===== src/rtl/sar_pkg.sv =====
// Shared constants, field positions and helpers for the SAR conversion sequencer.
// Assumes eight channels and a 10-bit converter; field positions are fixed
// because software decodes them.
package sar_pkg;
    localparam int NUM_CH    = 8;
    localparam int CH_W      = $clog2(NUM_CH);
    localparam int RES_BITS  = 10;
    localparam int POS_W     = $clog2(RES_BITS);
    localparam int DIV_W     = 8;
    localparam int RESC_W    = 3;
    localparam int START_W   = 3;
    localparam int N_TRIG    = (1 << START_W) - 2;
    localparam int WORD_W    = 32;

    // control word fields
    localparam int SEL_LSB   = 0;
    localparam int DIV_LSB   = 8;
    localparam int BURST_BIT = 16;
    localparam int RESC_LSB  = 17;
    localparam int EN_BIT    = 21;
    localparam int START_LSB = 24;
    localparam int FALL_BIT  = 27;
    localparam logic [WORD_W-1:0] CTRL_MASK = 32'h0F2F_FFFF;

    // result word fields
    localparam int DONE_BIT  = 31;
    localparam int CHF_LSB   = 24;
    localparam int RESF_LSB  = 6;

    typedef enum logic [1:0] {
        ST_IDLE,
        ST_SAMPLE,
        ST_RESOLVE
    } eng_st_t;

    // First selected channel strictly after 'last', wrapping; 'last' itself if it is the only one.
    function automatic logic [CH_W-1:0] next_chan(input logic [NUM_CH-1:0] sel,
                                                  input logic [CH_W-1:0]   last);
        logic [CH_W-1:0] pick;
        logic [CH_W-1:0] idx;
        pick = last;
        for (int i = NUM_CH; i >= 1; i--) begin
            idx = last + CH_W'(i);
            if (sel[idx]) pick = idx;
        end
        return pick;
    endfunction
endpackage


===== src/rtl/sar_clk_div.sv =====
// Conversion clock divider: emits a one-cycle tick every (div+1) cycles while run is high.
// Assumes the counter restarts from zero each time run rises, so every conversion
// begins phase-aligned.
module sar_clk_div #(
    parameter int DIV_W = 8
) (
    input  logic             clk,
    input  logic             rst_n,
    input  logic             run,
    input  logic [DIV_W-1:0] div,
    output logic             tick
);
    logic [DIV_W-1:0] cnt_q;

    assign tick = run && (cnt_q == div);

    // count peripheral cycles within one conversion clock period
    always_ff @(posedge clk) begin
        if (!rst_n || !run) cnt_q <= '0;
        else if (tick)      cnt_q <= '0;
        else                cnt_q <= cnt_q + 1'b1;
    end

    // with a non-zero divider two ticks are never adjacent
    p_tick_gap_r2: assert property (@(posedge clk) disable iff (!rst_n)
        (tick && div != '0) |=> !tick);
endmodule


===== src/rtl/sar_trigger.sv =====
// External trigger edge detector: fires when the armed input shows the chosen edge.
// Assumes trigger inputs are already synchronous to clk. Mode values 2.. map to inputs 0..
module sar_trigger #(
    parameter int N_TRIG  = 6,
    parameter int START_W = 3
) (
    input  logic               clk,
    input  logic               rst_n,
    input  logic [N_TRIG-1:0]  trig_in,
    input  logic [START_W-1:0] mode,
    input  logic               on_fall,
    output logic               fire
);
    logic [N_TRIG-1:0] prev_q;
    logic [N_TRIG-1:0] hit;

    // remember last input levels for edge detection
    always_ff @(posedge clk) begin
        if (!rst_n) prev_q <= '0;
        else        prev_q <= trig_in;
    end

    for (genvar g = 0; g < N_TRIG; g++) begin : g_edge
        assign hit[g] = on_fall ? (prev_q[g] & ~trig_in[g]) : (~prev_q[g] & trig_in[g]);
    end

    // select the edge of the input armed by the mode field
    always_comb begin
        fire = 1'b0;
        for (int i = 0; i < N_TRIG; i++) begin
            if (mode == START_W'(i + 2)) fire = hit[i];
        end
    end
endmodule


===== src/rtl/sar_bit_engine.sv =====
// Successive-approximation engine: one sample clock, then one bit decision per
// conversion clock from MSB down to the resolution limit.
// Assumes cmp_in is valid for the trial code presented during the current cycle.
module sar_bit_engine
    import sar_pkg::*;
#(
    parameter int RES   = RES_BITS,
    parameter int DW    = DIV_W,
    parameter int RW    = RESC_W
) (
    input  logic           clk,
    input  logic           rst_n,
    input  logic           conv_go,
    input  logic           abort,
    input  logic [DW-1:0]  div,
    input  logic [RW-1:0]  res_code,
    input  logic           cmp_in,
    output logic           busy,
    output logic [RES-1:0] dac_code,
    output logic           fin,
    output logic [RES-1:0] result
);
    localparam int PW = $clog2(RES);

    eng_st_t        st_q;
    logic [RES-1:0] code_q;
    logic [PW-1:0]  pos_q;
    logic [RW-1:0]  lsb_q;
    logic [DW-1:0]  div_q;
    logic           tick;
    logic [RES-1:0] resolved;
    logic [RES-1:0] trial_nxt;
    logic           last_bit;

    sar_clk_div #(.DIV_W(DW)) u_div (
        .clk  (clk),
        .rst_n(rst_n),
        .run  (busy),
        .div  (div_q),
        .tick (tick)
    );

    assign busy     = (st_q != ST_IDLE);
    assign dac_code = code_q;
    assign last_bit = (pos_q == PW'(lsb_q));
    assign fin      = (st_q == ST_RESOLVE) && tick && last_bit;
    assign result   = resolved;

    // decide the current bit and set the next trial bit
    always_comb begin
        resolved = code_q;
        if (!cmp_in) resolved[pos_q] = 1'b0;
        trial_nxt = resolved;
        if (pos_q != '0) trial_nxt[pos_q - 1'b1] = 1'b1;
    end

    // conversion state sequencing on conversion clock ticks
    always_ff @(posedge clk) begin
        if (!rst_n) begin
            st_q   <= ST_IDLE;
            code_q <= '0;
            pos_q  <= '0;
            lsb_q  <= '0;
            div_q  <= '0;
        end else if (abort) begin
            st_q   <= ST_IDLE;
            code_q <= '0;
        end else begin
            case (st_q)
                ST_IDLE: if (conv_go) begin
                    st_q  <= ST_SAMPLE;
                    div_q <= div;
                    lsb_q <= res_code;
                end
                ST_SAMPLE: if (tick) begin
                    code_q <= RES'(1) << (RES - 1);
                    pos_q  <= PW'(RES - 1);
                    st_q   <= ST_RESOLVE;
                end
                ST_RESOLVE: if (tick) begin
                    if (last_bit) begin
                        code_q <= '0;
                        st_q   <= ST_IDLE;
                    end else begin
                        code_q <= trial_nxt;
                        pos_q  <= pos_q - 1'b1;
                    end
                end
                default: st_q <= ST_IDLE;
            endcase
        end
    end

    // bits below the resolution limit are never set in a result
    p_low_zero_r3: assert property (@(posedge clk) disable iff (!rst_n)
        fin |-> ((result & ((RES'(1) << lsb_q) - 1'b1)) == '0));

    // the trial code only moves on a conversion clock tick
    p_dac_stable_r4: assert property (@(posedge clk) disable iff (!rst_n)
        (busy && !tick && !abort) |=> $stable(dac_code));
endmodule


===== src/rtl/sar_conv_ctrl.sv =====
// SAR ADC conversion sequencer top: control/result registers, start arbitration,
// burst channel scanning and result formatting around the bit engine.
// Assumes a single-cycle register port; reads of address 1 clear the done flag.
module sar_conv_ctrl
    import sar_pkg::*;
(
    input  logic                clk,
    input  logic                rst_n,
    input  logic                reg_wr,
    input  logic                reg_rd,
    input  logic                reg_addr,
    input  logic [WORD_W-1:0]   reg_wdata,
    output logic [WORD_W-1:0]   reg_rdata,
    input  logic [N_TRIG-1:0]   trig_in,
    input  logic                cmp_in,
    output logic [NUM_CH-1:0]   ch_sel,
    output logic [RES_BITS-1:0] dac_code,
    output logic                busy
);
    logic [WORD_W-1:0]   ctrl_q;
    logic [NUM_CH-1:0]   sel;
    logic [DIV_W-1:0]    div;
    logic                burst;
    logic [RESC_W-1:0]   resc;
    logic                enable;
    logic [START_W-1:0]  start;
    logic                trig_fall;
    logic                wr_ctrl;
    logic                rd_gdr;
    logic                trig_fire;
    logic                go;
    logic                abort;
    logic                eng_fin;
    logic [RES_BITS-1:0] eng_res;
    logic [CH_W-1:0]     cur_ch;
    logic [CH_W-1:0]     last_ch;
    logic                done_q;
    logic [CH_W-1:0]     gch_q;
    logic [RES_BITS-1:0] gres_q;
    logic [WORD_W-1:0]   gdr_word;

    assign sel       = ctrl_q[SEL_LSB +: NUM_CH];
    assign div       = ctrl_q[DIV_LSB +: DIV_W];
    assign burst     = ctrl_q[BURST_BIT];
    assign resc      = ctrl_q[RESC_LSB +: RESC_W];
    assign enable    = ctrl_q[EN_BIT];
    assign start     = ctrl_q[START_LSB +: START_W];
    assign trig_fall = ctrl_q[FALL_BIT];

    assign wr_ctrl = reg_wr && (reg_addr == 1'b0);
    assign rd_gdr  = reg_rd && (reg_addr == 1'b1);

    sar_trigger #(.N_TRIG(N_TRIG), .START_W(START_W)) u_trig (
        .clk    (clk),
        .rst_n  (rst_n),
        .trig_in(trig_in),
        .mode   (start),
        .on_fall(trig_fall),
        .fire   (trig_fire)
    );

    // start arbitration: software, armed trigger, or burst continuation
    always_comb begin
        go = !busy && enable && (sel != '0) &&
             ((start == START_W'(1)) || trig_fire || (burst && start == '0));
    end
    assign abort = busy && !enable;

    sar_bit_engine u_eng (
        .clk     (clk),
        .rst_n   (rst_n),
        .conv_go (go),
        .abort   (abort),
        .div     (div),
        .res_code(resc),
        .cmp_in  (cmp_in),
        .busy    (busy),
        .dac_code(dac_code),
        .fin     (eng_fin),
        .result  (eng_res)
    );

    // control register with self-clearing start field
    always_ff @(posedge clk) begin
        if (!rst_n)                     ctrl_q <= '0;
        else if (wr_ctrl)               ctrl_q <= reg_wdata & CTRL_MASK;
        else if (go && start != '0)     ctrl_q[START_LSB +: START_W] <= '0;
    end

    // channel chosen for each conversion, scanning upward from the previous one
    always_ff @(posedge clk) begin
        if (!rst_n) begin
            cur_ch  <= '0;
            last_ch <= CH_W'(NUM_CH - 1);
        end else if (wr_ctrl) begin
            last_ch <= CH_W'(NUM_CH - 1);
        end else if (go) begin
            cur_ch  <= next_chan(sel, last_ch);
            last_ch <= next_chan(sel, last_ch);
        end
    end

    // result register: capture on completion, clear done on read
    always_ff @(posedge clk) begin
        if (!rst_n) begin
            done_q <= 1'b0;
            gch_q  <= '0;
            gres_q <= '0;
        end else if (eng_fin) begin
            done_q <= 1'b1;
            gch_q  <= cur_ch;
            gres_q <= eng_res;
        end else if (rd_gdr) begin
            done_q <= 1'b0;
        end
    end

    // result word assembly
    always_comb begin
        gdr_word = '0;
        gdr_word[DONE_BIT] = done_q;
        gdr_word[CHF_LSB +: CH_W] = gch_q;
        gdr_word[RESF_LSB +: RES_BITS] = gres_q;
    end

    assign reg_rdata = reg_addr ? gdr_word : ctrl_q;
    assign ch_sel    = busy ? (NUM_CH'(1) << cur_ch) : '0;

    // channel select never names more than one input
    p_chsel_onehot_r11: assert property (@(posedge clk) disable iff (!rst_n)
        $onehot0(ch_sel));

    // a new conversion always converts a selected channel
    p_chan_selected_r8: assert property (@(posedge clk) disable iff (!rst_n)
        ($rose(busy) && !$past(wr_ctrl)) |-> ((ch_sel & sel) != '0));

    // a completion is visible as done on the next cycle
    p_done_set_r5: assert property (@(posedge clk) disable iff (!rst_n)
        eng_fin |=> reg_rdata[DONE_BIT] || !reg_addr);

    // reading the result word without a completion clears done
    p_done_clear_r5: assert property (@(posedge clk) disable iff (!rst_n)
        (rd_gdr && !eng_fin) |=> !done_q);

    // a start command clears itself once the conversion begins
    p_start_clr_r6: assert property (@(posedge clk) disable iff (!rst_n)
        (go && start != '0 && !wr_ctrl) |=> (start == '0));

    // a disabled converter is idle on the next cycle
    p_disabled_idle_r10: assert property (@(posedge clk) disable iff (!rst_n)
        !enable |=> !busy);
endmodule


===== config.mk =====
export PLATFORM = sky130hd
export DESIGN_NAME = sar_conv_ctrl
export DESIGN_NICKNAME = d
export VERILOG_FILES = /design/src/rtl/sar_pkg.sv /design/src/rtl/sar_clk_div.sv /design/src/rtl/sar_trigger.sv /design/src/rtl/sar_bit_engine.sv /design/src/rtl/sar_conv_ctrl.sv
export SDC_FILE = /design/constraint.sdc
export NUM_CORES = 1
export LEC_CHECK = 0
export BUFFER_PORTS_ARGS = -buffer_cell sky130_fd_sc_hd__buf_2
export CAP_MARGIN = 20
export CELL_PAD_IN_SITES_DETAIL_PLACEMENT = 1
export CELL_PAD_IN_SITES_GLOBAL_PLACEMENT = 1
export CORE_MARGIN = 8
export CORE_UTILIZATION = 40
export DETAILED_ROUTE_END_ITERATION = 10
export GPL_ROUTABILITY_DRIVEN = 0
export GPL_TIMING_DRIVEN = 0
export PLACE_DENSITY = 0.8
export SLEW_MARGIN = 10
export SYNTH_ARGS = -nofsm -noshare
export SYNTH_HDL_FRONTEND = slang
export SYNTH_SLANG_ARGS = --single-unit

===== constraint.sdc =====
create_clock -name clk -period 3.5 [get_ports clk]
set_clock_uncertainty 0.1 [all_clocks]
set_input_delay 1.05 -clock clk [delete_from_list [all_inputs] [get_ports clk]]
set_output_delay 1.05 -clock clk [all_outputs]
set_load 0.01 [all_outputs]

## Word-level counts from Yosys, hierarchy flattened

Cells that the tools add are included.

| storage, ports and cells | value |
|---|---|
| word-level logic and storage cells | 176 |
| input port bits | 44 |
| output and inout bits | 51 |
| flip-flop bits (word level) | 86 |

| cells by class | value |
|---|---|
| order comparisons | 11 |
| shift operators | 1 |
| bitwise gates (word level) | 31 |
| add/subtract/negate cells | 9 |
| eq/ne operators | 16 |
| mux-type cells | 58 |
| reduce and logical (&&, ||, !) cells | 36 |

Operators by type and width:

| kind | count |
|---|---|
| $mux W10 | 5 |
| $mux W32 | 1 |
| $lt A3 B4 Y1 const B | 7 |
| $mux W3 | 9 |
| $mux W1 | 23 |
| $bmux W1 S3 | 7 |
| $pmux W10 S2 | 1 |
| $not A1 Y1 | 16 |
| $logic_and A1 B1 Y1 | 13 |
| $add A3 B3 Y3 const B | 4 |
| $and A1 B1 Y1 | 12 |
| $eq A3 B3 Y1 const B | 4 |
| $mux W4 | 3 |
| $and A10 B10 Y10 | 1 |
| $lt A4 B5 Y1 const B | 2 |
| $not A10 Y10 | 1 |
| $or A10 B10 Y10 | 1 |
| $add A8 B1 Y8 const B | 1 |
| $demux W1 S4 | 2 |
| $eq A8 B8 Y1 | 1 |
| $ge A4 B1 Y1 const B | 2 |
| $mux W2 | 4 |
| $mux W8 | 1 |
| $pmux W4 S2 | 1 |
| other kinds (25) | 40 |

## Longest topological paths before layout

Gate-level depths: netlist of run 1.

| depth | value |
|---|---|
| depth in word-level cells | 15 |
| gate-level depth with buffers | 10 |
| depth with buffers taken out | 8 |

## Hierarchy

Synthesis of run 1 repeated with hierarchy kept, for this count alone.

| unflattened totals | value |
|---|---|
| cell total of the unflattened synthesis | 579 |
| area total of the unflattened synthesis | 5021.1 um^2 |

By module, submodules not included:

| module | sequential area each (um^2) | area each (um^2) | instances | cells each |
|---|---|---|---|---|
| sar_conv_ctrl | 900.9 | 2702.6 | 1 | 315 |
| sar_bit_engine | 540.5 | 1527.7 | 1 | 183 |
| sar_clk_div | 160.2 | 467.9 | 1 | 47 |
| sar_trigger | 120.1 | 322.8 | 1 | 34 |

## Worst setup path after synthesis of run 1

No wires, ideal clock.

| path | value |
|---|---|
| kind | input to output |
| start point | in reg_addr |
| end point | out reg_rdata[14] |
| data required time | 2.350 ns |
| arrival time | 2.078 ns |
| cell stages on the path | 3 |
| buffers on the path | 2 |
| setup slack | 0.272 ns |
| path through | clkbuf_1 > clkbuf_1 > mux2_2 |

| between the ends | value |
|---|---|
| longest elaborated chain between the ends | 1 |

RTL lines:

| item | line | RTL |
|---|---|---|
| start: declaration | sar_conv_ctrl.sv:11 | `input logic reg_addr,` |
| $mux W32 | sar_conv_ctrl.sv:126 | `assign reg_rdata = reg_addr ? gdr_word : ctrl_q;` |
| end: declaration | sar_conv_ctrl.sv:13 | `output logic [WORD_W-1:0] reg_rdata,` |

Every way passes these cells.

## Worst setup path after layout of run 1

Ends and elaborated chain as after synthesis.

==> results of run 1 <==
## synthesized netlist by cell type, types with 2 or more instances
cell type / number
a31oi_1: 3
clkbuf_1: 20
and3_1: 6
nand3_1: 10
nand2_1: 100
buf_4: 6
o21ai_1: 3
a311o_1: 2
nand2b_1: 10
mux2_2: 13
xnor2_1: 5
a22oi_1: 2
buf_1: 4
a21boi_0: 8
a311oi_1: 2
mux2i_1: 19
or4_1: 4
mux4_1: 5
a21o_1: 3
buf_2: 6
nand4_1: 2
o21ai_0: 9
or3b_2: 2
o2111ai_1: 2
and2_1: 9
dfxtp_1: 86
ha_1: 10
inv_1: 15
a21oi_1: 65
a211oi_1: 3
a2bb2oi_1: 2
nor2_1: 40
nand3b_1: 4
or3_1: 11
nor3_1: 9
nor2b_1: 16
xor2_1: 18
mux4_2: 6
nor4_1: 6
o211a_1: 3
## through the flow
stage | setup slack [ns] | TNS, ns | hold slack, ns | cells | area [um2]
6_report | 0.121 | 0 | 0.374 | 825 | 5750
5_1_grt | 0.0184 | 0 | 0.393 | 825 | 5750
4_1_cts | 0.0503 | 0 | 0.376 | 825 | 5750
3_5_place_dp | -0.468 | -2.96 | 0.363 | 810 | 5430
3_3_place_gp | -0.435 | -2.55 | 0.354 | 809 | 5420
2_1_floorplan | 0.272 | 0 | 0.341 | 581 | 4830
## routing by layer
metal  global-route usage (%)  up-vias  routed length (um)
met2                     34.7      100                7850
met1                     25.6     2269                7320
met4                     7.66        0                 275
met3                     3.54       18                 599
li1                         -     2204                   -
met5                        0        -                   0
## worst max-delay path, stage by stage
cell	delay, ns
buf_2	0.25
clkbuf_2	0.39
mux2_2	0.40
buf_2	0.14
## report_power, final
part / switching (W) / total, W / internal [W]
logic: 0.000128 / 0.000220 / 0.0000913
clock network: 0.000406 / 0.00105 / 0.000643
registers: 0.0000245 / 0.00102 / 0.000998
## flip-flops by register name, summed over array words and instances, names as in the netlist
register and flops:
ctrl_q 25, cur_ch 3, done_q 1, gch_q 3, gres_q 10, last_ch 3
u_eng.dac_code 10, u_eng.div_q 8, u_eng.lsb_q 3, u_eng.pos_q 4, u_eng.st_q 2, u_eng.u_div.cnt_q 8
u_trig.prev_q 6
## final cells by class
cell class	instances	area, um2
fillers	1486	6110
multi-input cells	440	2870
flip-flops and latches	86	1720
repair buffers	82	410
clock buffers	12	246
well taps	147	184
plain buffers	37	179
clock inverters	4	70.1
inverters	17	67.6
## worst max-delay path by stage
stage / start / to / slack (ns) / cells after the start
final: reg_addr / reg_rdata[14] / 0.12 / 4
after global routing: last_ch[1] / cur_ch[1] / 0.02 / 10
after CTS: last_ch[0] / cur_ch[1] / 0.05 / 10
after detailed placement: reg_addr / reg_rdata[14] / -0.47 / 5
after global placement: reg_addr / reg_rdata[14] / -0.43 / 5
after floorplan: reg_addr / reg_rdata[14] / 0.27 / 3
## cell families (layout without fill, tap and decap cells)
| logic type | Yosys count | after routing | synth area share (%) |
|---|---|---|---|
| flip-flops | 86 | 86 | 35.8 |
| XOR/XNOR | 23 | 23 | 4.19 |
| adder cells (fa/ha/maj) | 10 | 10 | 2.60 |
| multiplexers | 44 | 44 | 12.8 |
| other | 1 | 6 | 0.0779 |
| AND/OR/NAND/NOR | 233 | 233 | 23.0 |
| AO/OA/AOI/OAI | 124 | 124 | 16.4 |
| buffers and inverters | 55 | 152 | 5.10 |
==> summary.md, run 1 <==
| Metric | Value |
|---|---|
| Crit path kind | `in2out` |
| Final nets | `727` |
| Largest net degree at the start of global routing | `14` |
| Worst path required time | `2.35 ns` |
| Root Buffer | `clkbuf_16` |
| Commonest non-fill, non-tap cells in the layout | `100 x nand2_1, 88 x buf_2, 86 x dfxtp_1` |
| DRC | `0` |
| Initial antenna violation count | `0` |
| Synth Warn # | `0` |
| Hold Path Origin | `u_eng.div_q[5]` |
| Max Clock Freq | `0.296 GHz` |
| Gr usage total | `20.5%` |
| Final hold vios | `0` |
| Die Y | `126 um` |
| Reg-to-reg startpoint | `last_ch[0]` |
| Core area | `0.0119 mm2` |
| Final setup viols | `0` |
| Synthesized area per cell | `8.35 um2` |
| CTS tree | `built` |
| CTS H-tree lvls | `3` |
| Tmin final | `3.38 ns` |
| CP Launch Type | `input pin` |
| Status | `finished clean` |
| DRT Wirelength | `16.0 mm` |
| Hold EP | `u_eng.div_q[5]` |
| Slew Limit Headroom | `42.9%` |
| Port Buf Inserts | `81` |
| Final Power | `0.00229 W` |
| Worst Tran Pin Value | `0.848 ns` |
| Ant diodes | `0` |
| Post-CTS Hold Buffers | `0` |
| Hold Path Depth | `2` |
| Overflow left after global routing | `0` |
| Cell Area, Synth | `0.00481 mm2` |
| Post-CTS resize count | `3` |
| Vias per cell | `5.56` |
| Clk slew on worst S/H paths | `0.06 ns` |
| DRT Pass-1 Iters | `4` |
| Synth top area share | `35.8%` |
| Cells after Synth | `576` |
| Slew Limit Fails | `0` |
| Post-synth ARST share | `0%` |
| Row count | `40` |
| RSZ-0062 raised after global routing | `no` |
| Antenna-violating nets left | `0` |
| P_leak | `2.44 nW` |
| Final core occ | `48.5%` |
| First-pass GRT wire length | `26.1 mm` |
| Die X | `126 um` |
| Synthesized flop and latch total | `86` |
| Layout cell share with drive strength beyond 1 | `20.9%` |
| Die area | `0.0158 mm2` |
| Max cap viols | `0` |
| Reg2reg path depth | `10` |
| Reg2Reg Capture Point | `cur_ch[1]` |
| Bufs on Longest Clock Path | `2` |
| Worst-case vdd ir drop | `0.000312 V` |
| Ys flop type | `dfxtp_1` |
| DPL Wire Length | `12.2 mm` |
| I/O pins | `95` |
| DR WL/cell | `19.5 um` |
| Setup Fix Bufs, Post-CTS | `0` |
| DR vias | `4591` |
| Synth cell types | `67` |
| Synth area leaders | `dfxtp_1 36%, nand2_1 7.8%, a21oi_1 6.8%` |
| Tcrit/Tclk final | `96.5%` |
| Starting Density | `40.6%` |
| Synth area leader | `dfxtp_1` |
| Power per cell area | `399 mW/mm2` |
| Critical Path AT | `2.23 ns` |
| R2r setup slk | `0.24 ns` |
| Area Overhead vs Synth | `19.4%` |
| Cts bufs inserted | `9` |
| Post-synth EDFFs | `0` |
| Commonest non-fill, non-tap cell in the layout | `nand2_1` |
| CTS sink cnt | `86` |
| Number of global-route vias before repair | `4900` |
| Iteration-0 DRC count of the detailed router | `295` |
| Sequential area share after synthesis | `35.8%` |
| Worst setup EP type | `primary output` |
| Clk_lat worst skew | `0.35 ns` |
| Worst min path class | `reg2reg` |
| CP Max Fanout | `12` |
Power figures use the tool's default switching activity.
==> inputs of run 2 (changes only) <==
--- a/config.mk
+++ b/config.mk
@@ -7,14 +7,12 @@
 export LEC_CHECK = 0
 export BUFFER_PORTS_ARGS = -buffer_cell sky130_fd_sc_hd__buf_2
 export CAP_MARGIN = 20
-export CELL_PAD_IN_SITES_DETAIL_PLACEMENT = 1
-export CELL_PAD_IN_SITES_GLOBAL_PLACEMENT = 1
 export CORE_MARGIN = 8
 export CORE_UTILIZATION = 40
 export DETAILED_ROUTE_END_ITERATION = 10
 export GPL_ROUTABILITY_DRIVEN = 0
 export GPL_TIMING_DRIVEN = 0
-export PLACE_DENSITY = 0.8
+export PLACE_DENSITY = 0.63
 export SLEW_MARGIN = 10
 export SYNTH_ARGS = -nofsm -noshare
 export SYNTH_HDL_FRONTEND = slang
==> run 2 against run 1 <==
  * Sequential power about the same
  * Cell count is the same
  * Register-to-register slack barely moved
  * Design area decreased by 0.65%
  * Non-clock buffer count unchanged
  * Routed wire length fell by 10%
  * Clock power is 13% lower
  * Critical path depth unchanged
  * Utilization fell by 0.32 points
  * Via count down 0.44%
  * Setup slack improved by 0.016 ns
  * First-iteration DRC count increased by 30%
==> summary.md, run 2 (same netlist as run 1, synthesis figures left out) <==
| Metric | Value |
|---|---|
| CTS H-tree lvls | `3` |
| Die Y | `126 um` |
| Max Clock Freq | `0.297 GHz` |
| CP bufs+invs | `3` |
| Port Buf Inserts | `81` |
| Tcrit/Tclk final | `96.1%` |
| DR vias | `4571` |
| Clk slew on worst S/H paths | `0.06 ns` |
| Die area | `0.0158 mm2` |
| I/O pins | `95` |
| First-pass GRT wire length | `23.2 mm` |
| Post-CTS Hold Buffers | `0` |
| Status | `finished clean` |
| DRC | `0` |
| Ant diodes | `0` |
| DR WL/cell | `17.4 um` |
| Commonest non-fill, non-tap cell in the layout | `nand2_1` |
| Post-route design area | `0.00571 mm2` |
| Root Buffer | `clkbuf_16` |
| Critical Path AT | `2.21 ns` |
| Setup Fix Bufs, Post-CTS | `0` |
| DPL Wire Length | `11.0 mm` |
| Crit path cell chain | `buf_2 -> clkbuf_2 -> mux2_2 -> buf_2` |
| Slew Limit Fails | `0` |
| P_leak | `2.42 nW` |
| Number of global-route vias before repair | `4499` |
| Final setup viols | `0` |
| CP top delay family | `buffers and inverters` |
| Crit path kind | `in2out` |
| Layout cell share with drive strength beyond 1 | `21.1%` |
| Bufs on Longest Clock Path | `2` |
| Worst-case vdd ir drop | `0.000193 V` |
| Max cap viols | `0` |
| Final cell count without fillers | `825` |
| Core area | `0.0119 mm2` |
| CP Launch Type | `input pin` |
| CTS tree | `built` |
| Final nets | `727` |
| Critical-path top delay cell | `mux2_2` |
| Worst setup EP type | `primary output` |
| Vias per cell | `5.54` |
| DRT Wirelength | `14.4 mm` |
| CP Max Fanout | `12` |
| Max FFs per register | `25` |
| Top cell by count, worst path | `buf_2` |
| CP max stage delay | `0.39 ns` |
| Largest net degree at the start of global routing | `17` |
| Antenna-violating nets left | `0` |
| Initial antenna violation count | `0` |
| Clk_lat worst skew | `0.34 ns` |
| Commonest non-fill, non-tap cells in the layout | `100 x nand2_1, 88 x buf_2, 86 x dfxtp_1` |
| Starting Density | `40.6%` |
| Worst path required time | `2.35 ns` |
| DRT Pass-1 Iters | `5` |
| Slew Limit Headroom | `51.7%` |
| CTS sink cnt | `86` |
| Cts bufs inserted | `9` |
| Power per cell area | `377 mW/mm2` |
| Hold Slack | `0.366 ns` |
| Overflow left after global routing | `0` |
| Row count | `40` |
| Area Overhead vs Synth | `18.7%` |
| Tmin final | `3.36 ns` |
| Gr usage total | `18.0%` |
| Placed cell count | `810` |
| RSZ-0062 raised after global routing | `no` |
| Iteration-0 DRC count of the detailed router | `383` |
| Worst min path class | `reg2reg` |
| Die X | `126 um` |
| Worst Tran Pin Value | `0.718 ns` |
| Reg with most FFs | `ctrl_q` |
| Final hold vios | `0` |
| Post-DP Area | `0.00543 mm2` |
-- run 2: layout make-up --
type,count,area (um2)
buffer,37,179
clock inverter,7,57.6
sequential,86,1720
tap,147,184
timing repair buffer,82,410
clock buffer,9,225
inverter,17,63.8
multi-input combinational,440,2870
fill,1146,6150
-- run 2: worst paths after layout --
kind	from	end	slack, ns	depth (start not counted)
worst min register to register	gres_q[3]	gres_q[3]	0.37	2
worst max-delay path	reg_addr	reg_rdata[14]	0.14	4
worst max register to register	last_ch[0]	cur_ch[1]	0.25	10
worst min-delay path	gres_q[3]	gres_q[3]	0.37	2
-- run 2: where the power goes --
group          switching (W)  leakage (nW)  total (W)  internal (W)
Sequential         0.0000225         0.697    0.00102      0.000997
Clock               0.000424         0.134   0.000916      0.000491
Combinational       0.000126          1.59   0.000217     0.0000912
-- run 2: what timing repair did --
action,CTS,global route
setup endpoints to repair,19,2
hold endpoints to repair,0,0
resized for setup,2,3
gates cloned,0,0
-- run 2: layer usage --
layer / GRT usage, % / part of all wire (%)
met1: 22.1 / 44
met2: 29.8 / 48
met3: 4.68 / 6.5
met4: 6.09 / 2.1
met5: 0 / 0
-- run 2: metrics by stage --
step	TNS [ns]	utilization [%]	total power (W)	setup WS, ns
2_1_floorplan	0	-	0.00117	0.272
3_3_place_gp	-3.18	45.7	0.00125	-0.460
3_5_place_dp	-3.62	45.7	0.00126	-0.461
4_1_cts	0	48.1	0.00217	0.0588
5_1_grt	0	48.1	0.00223	0.0646
6_report	0	48.1	0.00215	0.137
-- run 2: tightest hold or removal path, cell delays in order, from the launching register on --
cell and delay [ns]:
dfxtp_1 0.31, nand2b_1 0.06, a21oi_1 0.05
==> inputs of run 3 (changes only) <==
--- a/config.mk
+++ b/config.mk
@@ -12,7 +12,7 @@
 export DETAILED_ROUTE_END_ITERATION = 10
 export GPL_ROUTABILITY_DRIVEN = 0
 export GPL_TIMING_DRIVEN = 0
-export PLACE_DENSITY = 0.63
+export PLACE_DENSITY = 0.65
 export SLEW_MARGIN = 10
 export SYNTH_ARGS = -nofsm -noshare
 export SYNTH_HDL_FRONTEND = slang
==> constraint.sdc (replaced) <==
create_clock -name clk -period 3.07 [get_ports clk]
set_clock_uncertainty 0.1 [all_clocks]
set_input_delay 0.921 -clock clk [delete_from_list [all_inputs] [get_ports clk]]
set_output_delay 0.921 -clock clk [all_outputs]
set_load 0.01 [all_outputs]
==> run 3 against run 2 <==
  * Hold slack improved by 0.0021 ns
  * Via count shrank 0.81%
  * Flip-flop and latch count unchanged
  * Die area is the same
  * Power increased by 14%
  * Design area increased by 0.57%
  * Non-clock buffer count increased by 2
==> summary.md, run 3 (same netlist as run 1, synthesis figures left out) <==
| Metric | Value |
|---|---|
| Status | `finished clean` |
| Iteration-0 DRC count of the detailed router | `267` |
| Cts bufs inserted | `9` |
| Hold Slack | `0.368 ns` |
| Clk_lat worst skew | `0.34 ns` |
| Area Overhead vs Synth | `19.3%` |
| CTS tree | `built` |
| Placed cell count | `810` |
| Number of global-route vias before repair | `4430` |
| Worst setup EP type | `primary output` |
| Vias per cell | `5.48` |
| Worst-case vdd ir drop | `0.000298 V` |
| R2r setup slk | `0.16 ns` |
| RSZ-0062 raised after global routing | `no` |
| Antenna-violating nets left | `0` |
| Hold Path Depth | `2` |
| Die X | `126 um` |
| Reg with most FFs | `ctrl_q` |
| First-pass GRT wire length | `23.2 mm` |
| Final hold vios | `0` |
| Max FFs per register | `25` |
| TNS Setup | `0 ns` |
| Hold Path Origin | `u_eng.div_q[2]` |
| Tcrit/Tclk final | `98.5%` |
| Reg-to-reg startpoint | `last_ch[1]` |
| Initial antenna violation count | `0` |
| Root Buffer | `clkbuf_16` |
| Reg2reg path depth | `10` |
| DR WL/cell | `17.3 um` |
| DR vias | `4534` |
| Power per cell area | `428 mW/mm2` |
| Port Buf Inserts | `81` |
| Die Y | `126 um` |
| Hold EP | `u_eng.div_q[2]` |
| DPL Wire Length | `11.0 mm` |
| Layout cell share with drive strength beyond 1 | `21.8%` |
| Crit path kind | `in2out` |
| CTS H-tree lvls | `3` |
| Overflow left after global routing | `0` |
| Slew Limit Headroom | `50.2%` |
| Setup crit start | `reg_addr` |
| Commonest non-fill, non-tap cell in the layout | `nand2_1` |
| Row count | `40` |
| Max cap viols | `0` |
| CTS sink cnt | `86` |
| Commonest non-fill, non-tap cells in the layout | `100 x nand2_1, 86 x buf_2, 86 x dfxtp_1` |
| CP Max Fanout | `12` |
| Bufs on Longest Clock Path | `2` |
| Ant diodes | `0` |
| DRT Wirelength | `14.3 mm` |
| DRC | `0` |
| Worst Tran Pin Value | `0.741 ns` |
| CP Launch Type | `input pin` |
| DRT Pass-1 Iters | `4` |
| Largest net degree at the start of global routing | `16` |
| Clk slew on worst S/H paths | `0.06 ns` |
| Final nets | `729` |
| Worst path required time | `2.05 ns` |
| Starting Density | `40.6%` |
| Final cell count without fillers | `827` |
| Reg2Reg Capture Point | `last_ch[0]` |
| I/O pins | `95` |
| Die area | `0.0158 mm2` |
| Gr usage total | `18.0%` |
| Final setup viols | `0` |
| Max Clock Freq | `0.331 GHz` |
| Tmin final | `3.02 ns` |
| Slew Limit Fails | `0` |
| Core area | `0.0119 mm2` |
| Worst min path class | `reg2reg` |
| Critical Path AT | `2.00 ns` |
| P_leak | `2.45 nW` |
-- run 3: changes by cell type in the layout (fill, tap and decap cells not counted), sizes merged --
cell	change
clkbuf	+2
clkinvlp	-1
buf	+1
-- run 3: how the worst max path moves through the flow --
| stage | endpoint | slack, ns | cells after the start |
|---|---|---|---|
| finish | reg_rdata[15] | 0.05 | 4 |
| global route | cur_ch[2] | 0.008 | 11 |
| CTS | cur_ch[1] | 0.02 | 10 |
| global placement | reg_rdata[15] | -0.52 | 5 |
| floorplan | cur_ch[1] | 0.01 | 10 |
| detailed placement | reg_rdata[15] | -0.55 | 5 |
-- run 3: layout make-up --
class / instances / area [um2]
buffer: 37 / 193
clock buffer: 10 / 239
clock inverter: 6 / 43.8
fill: 1142 / 6120
inverter: 17 / 66.3
multi-input combinational: 440 / 2870
sequential: 86 / 1720
tap: 147 / 184
timing repair buffer: 84 / 425
-- run 3: metrics by stage --
| stage | utilization [%] | area, um2 | power, W | worst slack (ns) |
|---|---|---|---|---|
| final | 48.4 | 5740 | 0.00246 | 0.0451 |
| after floorplan | - | 4830 | 0.00134 | 0.0142 |
| after global routing | 48.4 | 5740 | 0.00255 | 0.00768 |
| after global placement | 45.7 | 5420 | 0.00142 | -0.519 |
| after CTS | 48.3 | 5720 | 0.00247 | 0.0215 |
| after detailed placement | 45.7 | 5430 | 0.00143 | -0.554 |
-- run 3: critical path, stage by stage --
cell      delay [ns]
buf_2           0.26
clkbuf_4        0.31
mux2_2          0.36
buf_2           0.15
-- run 3: repair_timing --
action,CTS,global route
buffers inserted,1,1
endpoints found under the setup margin,24,10
hold buffers,0,0
pin swaps,0,0
gates resized for setup,8,8
gates cloned,0,0
-- run 3: metal layers --
metal	up-vias	part of all wire (%)	GRT usage (%)
met2	144	47	29.2
met1	2158	45	22.1
li1	2208	-	-
met5	-	0	0
met3	24	5.7	5.02
met4	0	2.4	7.23
-- run 3: power breakdown --
part | internal [W] | total (W) | switching, W
Clock | 0.000575 | 0.00104 | 0.000469
Combinational | 0.000107 | 0.000251 | 0.000144
Sequential | 0.00114 | 0.00116 | 0.0000267
Total | 0.00182 | 0.00246 | 0.000640
